<file path="src/rtl/ic_pkg.sv">
package ic_pkg;

   localparam int OPC_W = 3;

   localparam logic [OPC_W-1:0] OPC_AND = 3'd0;
   localparam logic [OPC_W-1:0] OPC_ADD = 3'd1;
   localparam logic [OPC_W-1:0] OPC_LDA = 3'd2;
   localparam logic [OPC_W-1:0] OPC_STA = 3'd3;
   localparam logic [OPC_W-1:0] OPC_BUN = 3'd4;
   localparam logic [OPC_W-1:0] OPC_BSA = 3'd5;
   localparam logic [OPC_W-1:0] OPC_ISZ = 3'd6;
   localparam logic [OPC_W-1:0] OPC_REG = 3'd7;

   typedef enum logic [3:0] {
      S_T0, S_T1, S_T2, S_T3, S_T4, S_T5, S_T6,
      S_INT0, S_INT1, S_HALT
   } slot_e;

   typedef enum logic [2:0] {
      ALU_PASSA, ALU_AND, ALU_ADD, ALU_PASSB,
      ALU_INCB, ALU_CLR, ALU_NOTA, ALU_INCA
   } alu_op_e;

   typedef enum logic [1:0] {PC_HOLD, PC_INC, PC_MAR, PC_VEC} pc_sel_e;
   typedef enum logic [2:0] {MAR_HOLD, MAR_PC, MAR_MDR, MAR_RD, MAR_INC, MAR_SAVE} mar_sel_e;
   typedef enum logic [2:0] {MDR_HOLD, MDR_RD, MDR_AC, MDR_PC, MDR_ALU} mdr_sel_e;

   typedef struct packed {
      logic     mem_rd;
      logic     mem_wr;
      pc_sel_e  pc_sel;
      mar_sel_e mar_sel;
      mdr_sel_e mdr_sel;
      logic     ir_ld;
      logic     ac_ld;
      logic     ien_set;
      logic     ien_clr;
   } ctl_t;

endpackage

</file>
<file path="src/rtl/ic_alu.sv">
module ic_alu
   import ic_pkg::*;
#(
   parameter int W = 16
) (
   input  logic [W-1:0] a_i,
   input  logic [W-1:0] b_i,
   input  alu_op_e      op_i,
   output logic [W-1:0] res_o,
   output logic         zero_o
);

   localparam logic [W-1:0] ONE = W'(1);

   always_comb begin
      unique case (op_i)
         ALU_AND:   res_o = a_i & b_i;
         ALU_ADD:   res_o = a_i + b_i;
         ALU_PASSB: res_o = b_i;
         ALU_INCB:  res_o = b_i + ONE;
         ALU_CLR:   res_o = '0;
         ALU_NOTA:  res_o = ~a_i;
         ALU_INCA:  res_o = a_i + ONE;
         default:   res_o = a_i;
      endcase
   end

   assign zero_o = (res_o == '0);

endmodule

</file>
<file path="src/rtl/ic_seq.sv">
module ic_seq
   import ic_pkg::*;
#(
   parameter int ADDR_W = 12
) (
   input  logic              clk,
   input  logic              rst_n,
   input  logic              ind_i,
   input  logic [OPC_W-1:0]  op_i,
   input  logic [ADDR_W-1:0] fn_i,
   input  logic              zero_i,
   input  logic              ien_i,
   input  logic              irq_i,
   output slot_e             st_o,
   output ctl_t              ctl_o,
   output alu_op_e           alu_op_o
);

   localparam int B_CLR = ADDR_W - 1;
   localparam int B_CMP = ADDR_W - 2;
   localparam int B_INC = ADDR_W - 3;
   localparam int B_SKZ = ADDR_W - 4;
   localparam int B_HLT = ADDR_W - 5;
   localparam int B_ION = ADDR_W - 5;
   localparam int B_IOF = ADDR_W - 6;

   slot_e st, nxt;
   ctl_t  c;
   logic  is_reg, is_io;

   assign is_reg = (op_i == OPC_REG) && !ind_i;
   assign is_io  = (op_i == OPC_REG) && ind_i;

   always_ff @(posedge clk or negedge rst_n) begin
      if (!rst_n) st <= S_T0;
      else        st <= nxt;
   end

   // ALU selection never depends on the zero flag
   always_comb begin
      alu_op_o = ALU_PASSA;
      unique case (st)
         S_T3: if (is_reg) begin
            if (fn_i[B_CLR])      alu_op_o = ALU_CLR;
            else if (fn_i[B_CMP]) alu_op_o = ALU_NOTA;
            else if (fn_i[B_INC]) alu_op_o = ALU_INCA;
            else                  alu_op_o = ALU_PASSA;
         end
         S_T5: begin
            unique case (op_i)
               OPC_AND: alu_op_o = ALU_AND;
               OPC_ADD: alu_op_o = ALU_ADD;
               OPC_LDA: alu_op_o = ALU_PASSB;
               OPC_ISZ: alu_op_o = ALU_INCB;
               default: alu_op_o = ALU_PASSA;
            endcase
         end
         S_T6:    alu_op_o = ALU_PASSB;
         default: alu_op_o = ALU_PASSA;
      endcase
   end

   always_comb begin
      nxt = st;
      c   = '0;
      unique case (st)
         S_T0: begin
            if (ien_i && irq_i) nxt = S_INT0;
            else begin
               c.mar_sel = MAR_PC;
               nxt       = S_T1;
            end
         end
         S_INT0: begin
            c.mar_sel = MAR_SAVE;
            c.mdr_sel = MDR_PC;
            nxt       = S_INT1;
         end
         S_INT1: begin
            c.mem_wr  = 1'b1;
            c.pc_sel  = PC_VEC;
            c.ien_clr = 1'b1;
            nxt       = S_T0;
         end
         S_T1: begin
            c.mem_rd  = 1'b1;
            c.mdr_sel = MDR_RD;
            c.pc_sel  = PC_INC;
            nxt       = S_T2;
         end
         S_T2: begin
            c.ir_ld   = 1'b1;
            c.mar_sel = MAR_MDR;
            nxt       = S_T3;
         end
         S_T3: begin
            if (is_reg) begin
               nxt = S_T0;
               if (fn_i[B_CLR] || fn_i[B_CMP] || fn_i[B_INC]) c.ac_ld = 1'b1;
               else if (fn_i[B_SKZ]) begin
                  if (zero_i) c.pc_sel = PC_INC;
               end
               else if (fn_i[B_HLT]) nxt = S_HALT;
            end
            else if (is_io) begin
               nxt = S_T0;
               if (fn_i[B_ION])      c.ien_set = 1'b1;
               else if (fn_i[B_IOF]) c.ien_clr = 1'b1;
            end
            else begin
               nxt = S_T4;
               if (ind_i) begin
                  c.mem_rd  = 1'b1;
                  c.mar_sel = MAR_RD;
               end
            end
         end
         S_T4: begin
            unique case (op_i)
               OPC_AND, OPC_ADD, OPC_LDA, OPC_ISZ: begin
                  c.mem_rd  = 1'b1;
                  c.mdr_sel = MDR_RD;
                  nxt       = S_T5;
               end
               OPC_STA: begin
                  c.mdr_sel = MDR_AC;
                  nxt       = S_T5;
               end
               OPC_BUN: begin
                  c.pc_sel = PC_MAR;
                  nxt      = S_T0;
               end
               OPC_BSA: begin
                  c.mdr_sel = MDR_PC;
                  nxt       = S_T5;
               end
               default: nxt = S_T0;
            endcase
         end
         S_T5: begin
            unique case (op_i)
               OPC_AND, OPC_ADD, OPC_LDA: begin
                  c.ac_ld = 1'b1;
                  nxt     = S_T0;
               end
               OPC_STA: begin
                  c.mem_wr = 1'b1;
                  nxt      = S_T0;
               end
               OPC_BSA: begin
                  c.mem_wr  = 1'b1;
                  c.mar_sel = MAR_INC;
                  nxt       = S_T6;
               end
               OPC_ISZ: begin
                  c.mdr_sel = MDR_ALU;
                  nxt       = S_T6;
               end
               default: nxt = S_T0;
            endcase
         end
         S_T6: begin
            nxt = S_T0;
            if (op_i == OPC_BSA) c.pc_sel = PC_MAR;
            else if (op_i == OPC_ISZ) begin
               c.mem_wr = 1'b1;
               if (zero_i) c.pc_sel = PC_INC;
            end
         end
         S_HALT:  nxt = S_HALT;
         default: nxt = S_T0;
      endcase
   end

   assign st_o  = st;
   assign ctl_o = c;

   assert_halt_quiet_R12: assert property (@(posedge clk) disable iff (!rst_n)
      (st == S_HALT) |=> (st == S_HALT) && !c.mem_rd && !c.mem_wr);

   assert_mem_slots_end_R7: assert property (@(posedge clk) disable iff (!rst_n)
      (st == S_T6) |=> (st == S_T0));

endmodule

</file>
<file path="src/rtl/ic_datapath.sv">
module ic_datapath
   import ic_pkg::*;
#(
   parameter int                WORD_W     = 16,
   parameter int                ADDR_W     = 12,
   parameter logic [ADDR_W-1:0] START_ADDR = '0,
   parameter logic [ADDR_W-1:0] SAVE_ADDR  = '0,
   parameter logic [ADDR_W-1:0] VEC_ADDR   = '0
) (
   input  logic              clk,
   input  logic              rst_n,
   input  ctl_t              ctl_i,
   input  logic [WORD_W-1:0] rdata_i,
   input  logic [WORD_W-1:0] alu_res_i,
   output logic [ADDR_W-1:0] pc_o,
   output logic [ADDR_W-1:0] mar_o,
   output logic [WORD_W-1:0] mdr_o,
   output logic [WORD_W-1:0] ir_o,
   output logic [WORD_W-1:0] ac_o,
   output logic              ien_o
);

   localparam int PAD_W = WORD_W - ADDR_W;
   localparam logic [ADDR_W-1:0] A_ONE = ADDR_W'(1);

   logic [WORD_W-1:0] pc_wide;
   assign pc_wide = {{PAD_W{1'b0}}, pc_o};

   always_ff @(posedge clk or negedge rst_n) begin
      if (!rst_n) begin
         pc_o  <= START_ADDR;
         mar_o <= '0;
         mdr_o <= '0;
         ir_o  <= '0;
         ac_o  <= '0;
         ien_o <= 1'b0;
      end
      else begin
         unique case (ctl_i.pc_sel)
            PC_INC:  pc_o <= pc_o + A_ONE;
            PC_MAR:  pc_o <= mar_o;
            PC_VEC:  pc_o <= VEC_ADDR;
            default: pc_o <= pc_o;
         endcase
         unique case (ctl_i.mar_sel)
            MAR_PC:   mar_o <= pc_o;
            MAR_MDR:  mar_o <= mdr_o[ADDR_W-1:0];
            MAR_RD:   mar_o <= rdata_i[ADDR_W-1:0];
            MAR_INC:  mar_o <= mar_o + A_ONE;
            MAR_SAVE: mar_o <= SAVE_ADDR;
            default:  mar_o <= mar_o;
         endcase
         unique case (ctl_i.mdr_sel)
            MDR_RD:  mdr_o <= rdata_i;
            MDR_AC:  mdr_o <= ac_o;
            MDR_PC:  mdr_o <= pc_wide;
            MDR_ALU: mdr_o <= alu_res_i;
            default: mdr_o <= mdr_o;
         endcase
         if (ctl_i.ir_ld) ir_o <= mdr_o;
         if (ctl_i.ac_ld) ac_o <= alu_res_i;
         if (ctl_i.ien_set)      ien_o <= 1'b1;
         else if (ctl_i.ien_clr) ien_o <= 1'b0;
      end
   end

endmodule

</file>
<file path="src/rtl/instr_cycle_ctrl.sv">
module instr_cycle_ctrl
   import ic_pkg::*;
#(
   parameter int                WORD_W     = 16,
   parameter int                ADDR_W     = 12,
   parameter logic [ADDR_W-1:0] START_ADDR = 12'h010,
   parameter logic [ADDR_W-1:0] SAVE_ADDR  = 12'h000,
   parameter logic [ADDR_W-1:0] VEC_ADDR   = 12'h001
) (
   input  logic              clk,
   input  logic              rst_n,
   output logic [ADDR_W-1:0] mem_addr,
   output logic [WORD_W-1:0] mem_wdata,
   input  logic [WORD_W-1:0] mem_rdata,
   output logic              mem_rd,
   output logic              mem_wr,
   input  logic              irq,
   output logic [WORD_W-1:0] acc,
   output logic [ADDR_W-1:0] pc,
   output logic              boundary,
   output logic              halted
);

   localparam int IND_B  = WORD_W - 1;
   localparam int OPC_HI = WORD_W - 2;

   if (WORD_W < ADDR_W + OPC_W + 1) begin : g_bad_word
      $error("instr_cycle_ctrl: WORD_W too narrow for indirect, opcode and address");
   end
   if (ADDR_W < 6) begin : g_bad_addr
      $error("instr_cycle_ctrl: ADDR_W must leave room for six micro-operation bits");
   end

   slot_e             st;
   ctl_t              ctl;
   alu_op_e           alu_op;
   logic [WORD_W-1:0] alu_res, mdr, ir;
   logic [ADDR_W-1:0] mar;
   logic              zero, ien;
   logic [OPC_W-1:0]  opc;

   assign opc = ir[OPC_HI -: OPC_W];

   ic_seq #(.ADDR_W(ADDR_W)) u_seq (
      .clk      (clk),
      .rst_n    (rst_n),
      .ind_i    (ir[IND_B]),
      .op_i     (opc),
      .fn_i     (ir[ADDR_W-1:0]),
      .zero_i   (zero),
      .ien_i    (ien),
      .irq_i    (irq),
      .st_o     (st),
      .ctl_o    (ctl),
      .alu_op_o (alu_op)
   );

   ic_alu #(.W(WORD_W)) u_alu (
      .a_i    (acc),
      .b_i    (mdr),
      .op_i   (alu_op),
      .res_o  (alu_res),
      .zero_o (zero)
   );

   ic_datapath #(
      .WORD_W     (WORD_W),
      .ADDR_W     (ADDR_W),
      .START_ADDR (START_ADDR),
      .SAVE_ADDR  (SAVE_ADDR),
      .VEC_ADDR   (VEC_ADDR)
   ) u_dp (
      .clk       (clk),
      .rst_n     (rst_n),
      .ctl_i     (ctl),
      .rdata_i   (mem_rdata),
      .alu_res_i (alu_res),
      .pc_o      (pc),
      .mar_o     (mar),
      .mdr_o     (mdr),
      .ir_o      (ir),
      .ac_o      (acc),
      .ien_o     (ien)
   );

   assign mem_addr  = mar;
   assign mem_wdata = mdr;
   assign mem_rd    = ctl.mem_rd;
   assign mem_wr    = ctl.mem_wr;
   assign boundary  = (st == S_T0);
   assign halted    = (st == S_HALT);

   assert_strobe_excl_R2: assert property (@(posedge clk) disable iff (!rst_n)
      !(mem_rd && mem_wr));

   assert_fetch_pc_step_R3: assert property (@(posedge clk) disable iff (!rst_n)
      (st == S_T1) |=> (pc == ADDR_W'($past(pc) + 1'b1)));

   assert_ir_hold_R3: assert property (@(posedge clk) disable iff (!rst_n)
      (st != S_T2) |=> $stable(ir));

   assert_branch_target_R9: assert property (@(posedge clk) disable iff (!rst_n)
      (st == S_T4 && opc == OPC_BUN) |=> (pc == $past(mar)));

   assert_entry_masks_R11: assert property (@(posedge clk) disable iff (!rst_n)
      (st == S_INT1) |=> !ien && (pc == VEC_ADDR));

endmodule

</file>
<file path="config.mk">
export PLATFORM = sky130hd
export DESIGN_NAME = instr_cycle_ctrl
export DESIGN_NICKNAME = d
export VERILOG_FILES = /design/src/rtl/ic_pkg.sv /design/src/rtl/ic_alu.sv /design/src/rtl/ic_seq.sv /design/src/rtl/ic_datapath.sv /design/src/rtl/instr_cycle_ctrl.sv
export SDC_FILE = /design/constraint.sdc
export NUM_CORES = 1
export LEC_CHECK = 0
export ABC_AREA = 1
export BUFFER_PORTS_ARGS = -buffer_cell sky130_fd_sc_hd__buf_4
export CORE_ASPECT_RATIO = 0.5
export CORE_UTILIZATION = 39
export DETAILED_ROUTE_END_ITERATION = 8
export GPL_ROUTABILITY_DRIVEN = 1
export PLACE_DENSITY = 0.56
export SLEW_MARGIN = 20
export SYNTH_ARGS = -nofsm -noshare
export SYNTH_HDL_FRONTEND = slang
export SYNTH_SLANG_ARGS = --single-unit
</file>
<file path="constraint.sdc">
create_clock -name clk -period 3.83 [get_ports clk]
set_input_delay 1.149 -clock clk [delete_from_list [all_inputs] [get_ports clk]]
set_output_delay 1.149 -clock clk [all_outputs]
set_load 0.01 [all_outputs]
</file>
==> results <==
- In this run, post-CTS hold repair placed 0 buffers.
- The library cell with the highest instance count after synthesis is sky130_fd_sc_hd__nand2_1.
- The class of the tightest hold or removal check is reg -> reg.
- The synthesized netlist occupies a cell area of 6560 um2.
- The largest fanout on the critical path is 13.
- Total power for the finished layout comes to 6.18 mW.
- The checks that failed: design-rule violations.
- The final number of hold-violating endpoints is 0.
- The number of clock sinks is 71.
- The top-level port count is between 70 and 80.
- The count of nets after finishing is around 1100.
- The worst clock skew is 0.00593 ns.
- The flow ran to the end, but the final reports show violations.
- TritonCTS built the clock tree.
- Port buffering added approximately 80 buffers.
- The top cell type's share of synthesized area is a little over a quarter.
- Compared with the post-synthesis result, the final layout area differs by 20.2%.
- The most used flip-flop cell after synthesis is sky130_fd_sc_hd__dfrtp_1.
- The congestion estimate from routability-driven global placement came to around 0.97.
- The floorplan step set the die height to approximately 94 um.
- The first routing iteration left between 600 and 700 violations.
- The number of CTS-inserted buffers is 9.
- The horizontal extent of the die is 185 um.
- The final max-slew violation count was 0.
- The repair_antennas step left the layout with diodes totalling 0.
- The first global-routing pass estimated around 38000 um of wire.
- The share of the Yosys chip area taken by registers is between 20% and 30%.
- The die area is around 17000 um2.
- The cell area power density is 784 nW/um2.
- The number of global-route vias before repair is around 6600.
- Using the TritonRoute via totals, the vias-per-cell ratio works out to ~5.5.
- Once placement completed, the tool counted placed cells totaling approximately 1300.
- The worst path needs 3.49 ns of the cycle, external delays included.
- The pin count of the biggest net entering global routing is 72.
- Clock latency on the worst-skew pair, taken at its later pin, is roughly 0.34 ns.
- The number of antenna violations at the first check in global routing is 0.
- The share of total power dissipated in combinational logic is a little over three fifths.
- The clock tree synthesis step divided the H-tree into 3 levels.
- The floorplan step defined a core boundary enclosing about 16000 um2.
- At the pin with the least slew margin, the transition time is roughly 0.96 ns.
- Setup repair after global routing left no endpoint under its margin.
- The net load switching power is around 3.3 mW.
- The clock passes through at most 2 buffers.
- The maximum ir drop on the vdd rail is between 400 and 500 uV.
- The standby leakage power is between 3 and 4 nW.
- For this run, the number of Yosys warnings is 0.
- The mean area per synthesized cell is 6.77 um2.
- Synthesis instantiated 58 different standard cells from the library.
- The detailed-placement wirelength estimate is around 20000 um.
- The total negative slack for setup checks is 0 ns.
- By count the netlist is led by sky130_fd_sc_hd__nand2_1 (226), sky130_fd_sc_hd__inv_1 (105), sky130_fd_sc_hd__o21ai_0 (98).
- The worst slack at placement is roughly 0.37 ns.
- Based on the critical path, the design can be clocked at up to between 200 and 300 MHz.
- The number of synthesized register bits is between 70 and 80.
- The clock tree root buffer cell is sky130_fd_sc_hd__clkbuf_16.
- Excluding fillers, the count of instances in the completed layout stands at ~1300.
- Cell internal power was estimated by the tool at approximately 2.9 mW.
- The routed design has between 20000 and 25000 um of wire.
- The worst reg-to-reg setup slack is approximately 0.34 ns.
- Of the cells placed in the final design, the portion with a size suffix greater than 1 is a little over a fifth.
- The count of max-cap constraint violations is 0.
- The post-synthesis cell type with the largest combined area is sky130_fd_sc_hd__dfrtp_1.
- STA classifies the critical path endpoint as a flop.
- The clock network power share is a little over an eighth.
- The residual overflow from global routing is 0.
- The detail route stage leaves a number of antenna-violating nets equal to 0.
- In the post-synthesis netlist, the biggest area contributors are sky130_fd_sc_hd__dfrtp_1 (27%), sky130_fd_sc_hd__nand2_1 (13%), sky130_fd_sc_hd__o21ai_0 (7.5%).
- The endpoint arrival time on the critical path is ~3.7 ns.
- The post-CTS clock slew at the launch and capture registers of the worst setup and hold paths is approximately 0.060 ns.
- Global routing used approximately 29% of the available tracks across all layers.
- The first detailed-routing pass took 7 iterations.
- The ratio of final minimum period to clock period is 91.0%.
- Synthesis handed over a netlist of around 970 instances.
- Synthesis produced a netlist with a net count of around 1000.
- Dividing the detail-routed wire length by the instance count gives between 15 and 20 um.
- Data on the critical path is required at its endpoint by between 4 and 5 ns.
- The remaining design rule violation count is 1.
- Yosys mapped a number of flops with a built-in enable equal to 0.
- The setup path with the least slack is of type reg -> reg.
- The final count of negative-setup-slack endpoints is 0.
- The number of placement rows is 33.
- The element type at the critical path start is a flop.
- The async set-reset flop share out of synthesis is 100%.
- For this configuration, the core starts out at a cell density of roughly two fifths.
- The count of vias placed by the detailed router is around 7200.
- The switching power as a share of total power is a little over half.
- In this run, flip-flops and latches consume 23.1% of the power.
- Setup slack on the critical path of the routed design comes to 0.344 ns.
- Measured against its own limit, the worst slew margin works out to a little over a third.
worst max-delay path: stages (launching register included):
cell and delay, ns:
sky130_fd_sc_hd__dfrtp_1 0.40, sky130_fd_sc_hd__inv_1 0.09, sky130_fd_sc_hd__nand2_2 0.09, sky130_fd_sc_hd__nor2_4 0.22
sky130_fd_sc_hd__nand3_2 0.12, sky130_fd_sc_hd__nand3_4 0.22, sky130_fd_sc_hd__buf_4 0.22, sky130_fd_sc_hd__nand4_1 0.16
sky130_fd_sc_hd__nand2_2 0.15, sky130_fd_sc_hd__ha_1 0.19, sky130_fd_sc_hd__nand3_1 0.17, sky130_fd_sc_hd__inv_2 0.10
sky130_fd_sc_hd__nand3_2 0.11, sky130_fd_sc_hd__nand2_2 0.09, sky130_fd_sc_hd__o21ai_1 0.11, sky130_fd_sc_hd__o21ai_2 0.12
sky130_fd_sc_hd__nand3_1 0.11, sky130_fd_sc_hd__nor2_2 0.17, sky130_fd_sc_hd__nand3_4 0.18, sky130_fd_sc_hd__buf_4 0.21
sky130_fd_sc_hd__nand4_1 0.06, sky130_fd_sc_hd__nand2_1 0.07
per-stage QoR:
step | instance area, um2 | hold WS, ns | utilization [%]
after floorplan | 6560 | 0.449 | -
after global placement | 7540 | 0.474 | 46.0
after detailed placement | 7540 | 0.479 | 46.0
after CTS | 7830 | 0.495 | 47.8
after global routing | 7880 | 0.540 | 48.1
final | 7880 | 0.490 | 48.1
area by class of cell:
class	instances	area, um2
fillers	1700	8510
multi-input cells	747	4130
flip-flops and latches	71	1780
repair buffers	126	946
inverters	119	449
well taps	227	284
clock buffers	9	225
clock inverters	7	63.8
sequential cells by signal, summed over array words and instances, names as in the netlist:
name / cells
u_dp.ac_o: 16
u_dp.mdr_o: 16
u_dp.mar_o: 12
u_dp.pc_o: 12
u_dp.ir_o: 10
u_seq.st_o: 4
u_dp.ien_o: 1
layer usage:
layer  vias up  track usage, %  routed length (um)
met4         0            5.58                 261
met1      3419            43.6               12300
met2       301            40.5                9780
met5         -               0                   0
li1       3490               -                   -
met3        26            8.49                2520
layout by cell type (no fill, tap or decap), drive strengths merged, types with 10 or more instances in the layout:
cell and instances:
ha 19, buf 126, o21ai 109, nor2 97, nand3 69, nor3 14, nand2 262, dfrtp 70
o22ai 27, nand4 37, a21oi 37, clkinv 10, xor2 15, inv 115
cell families after synthesis:
| group | count (synthesis) | synth area share, % |
|---|---|---|
| XOR/XNOR | 17 | 2.27 |
| adder cells (fa/ha/maj) | 20 | 3.93 |
| AO/OA/AOI/OAI | 222 | 20.0 |
| flip-flops | 71 | 27.1 |
| buffers and inverters | 151 | 9.92 |
| AND/OR/NAND/NOR | 488 | 36.7 |
repair_timing:
action,CTS,global route
gates resized for setup,0,2
buffers inserted,0,7
setup endpoints to repair,0,6
power groups by stage:
| stage | clock network (mW) | registers [mW] | logic (mW) |
|---|---|---|---|
| floorplan | 0 | 1.44 | 2.36 |
| global placement | 0 | 1.42 | 3.79 |
| detailed placement | 0 | 1.42 | 3.80 |
| CTS | 0.856 | 1.41 | 3.83 |
| global route | 0.878 | 1.46 | 4.29 |
| finish | 0.841 | 1.43 | 3.91 |
final timing paths:
| check | from | to | cells past startpoint |
|---|---|---|---|
| max | u_seq.st_o[1] | u_dp.pc_o[11] | 21 |
| min | u_dp.ir_o[6] | u_dp.ir_o[6] | 2 |
| max reg2reg | u_seq.st_o[1] | u_dp.pc_o[11] | 21 |
| min reg2reg | u_dp.ir_o[6] | u_dp.ir_o[6] | 2 |
| max in group asynchronous | rst_n | u_dp.ir_o[12] | 1 |
| min in group asynchronous | rst_n | u_dp.ac_o[14] | 1 |
Note: power is estimated with default switching activity, not from simulation.
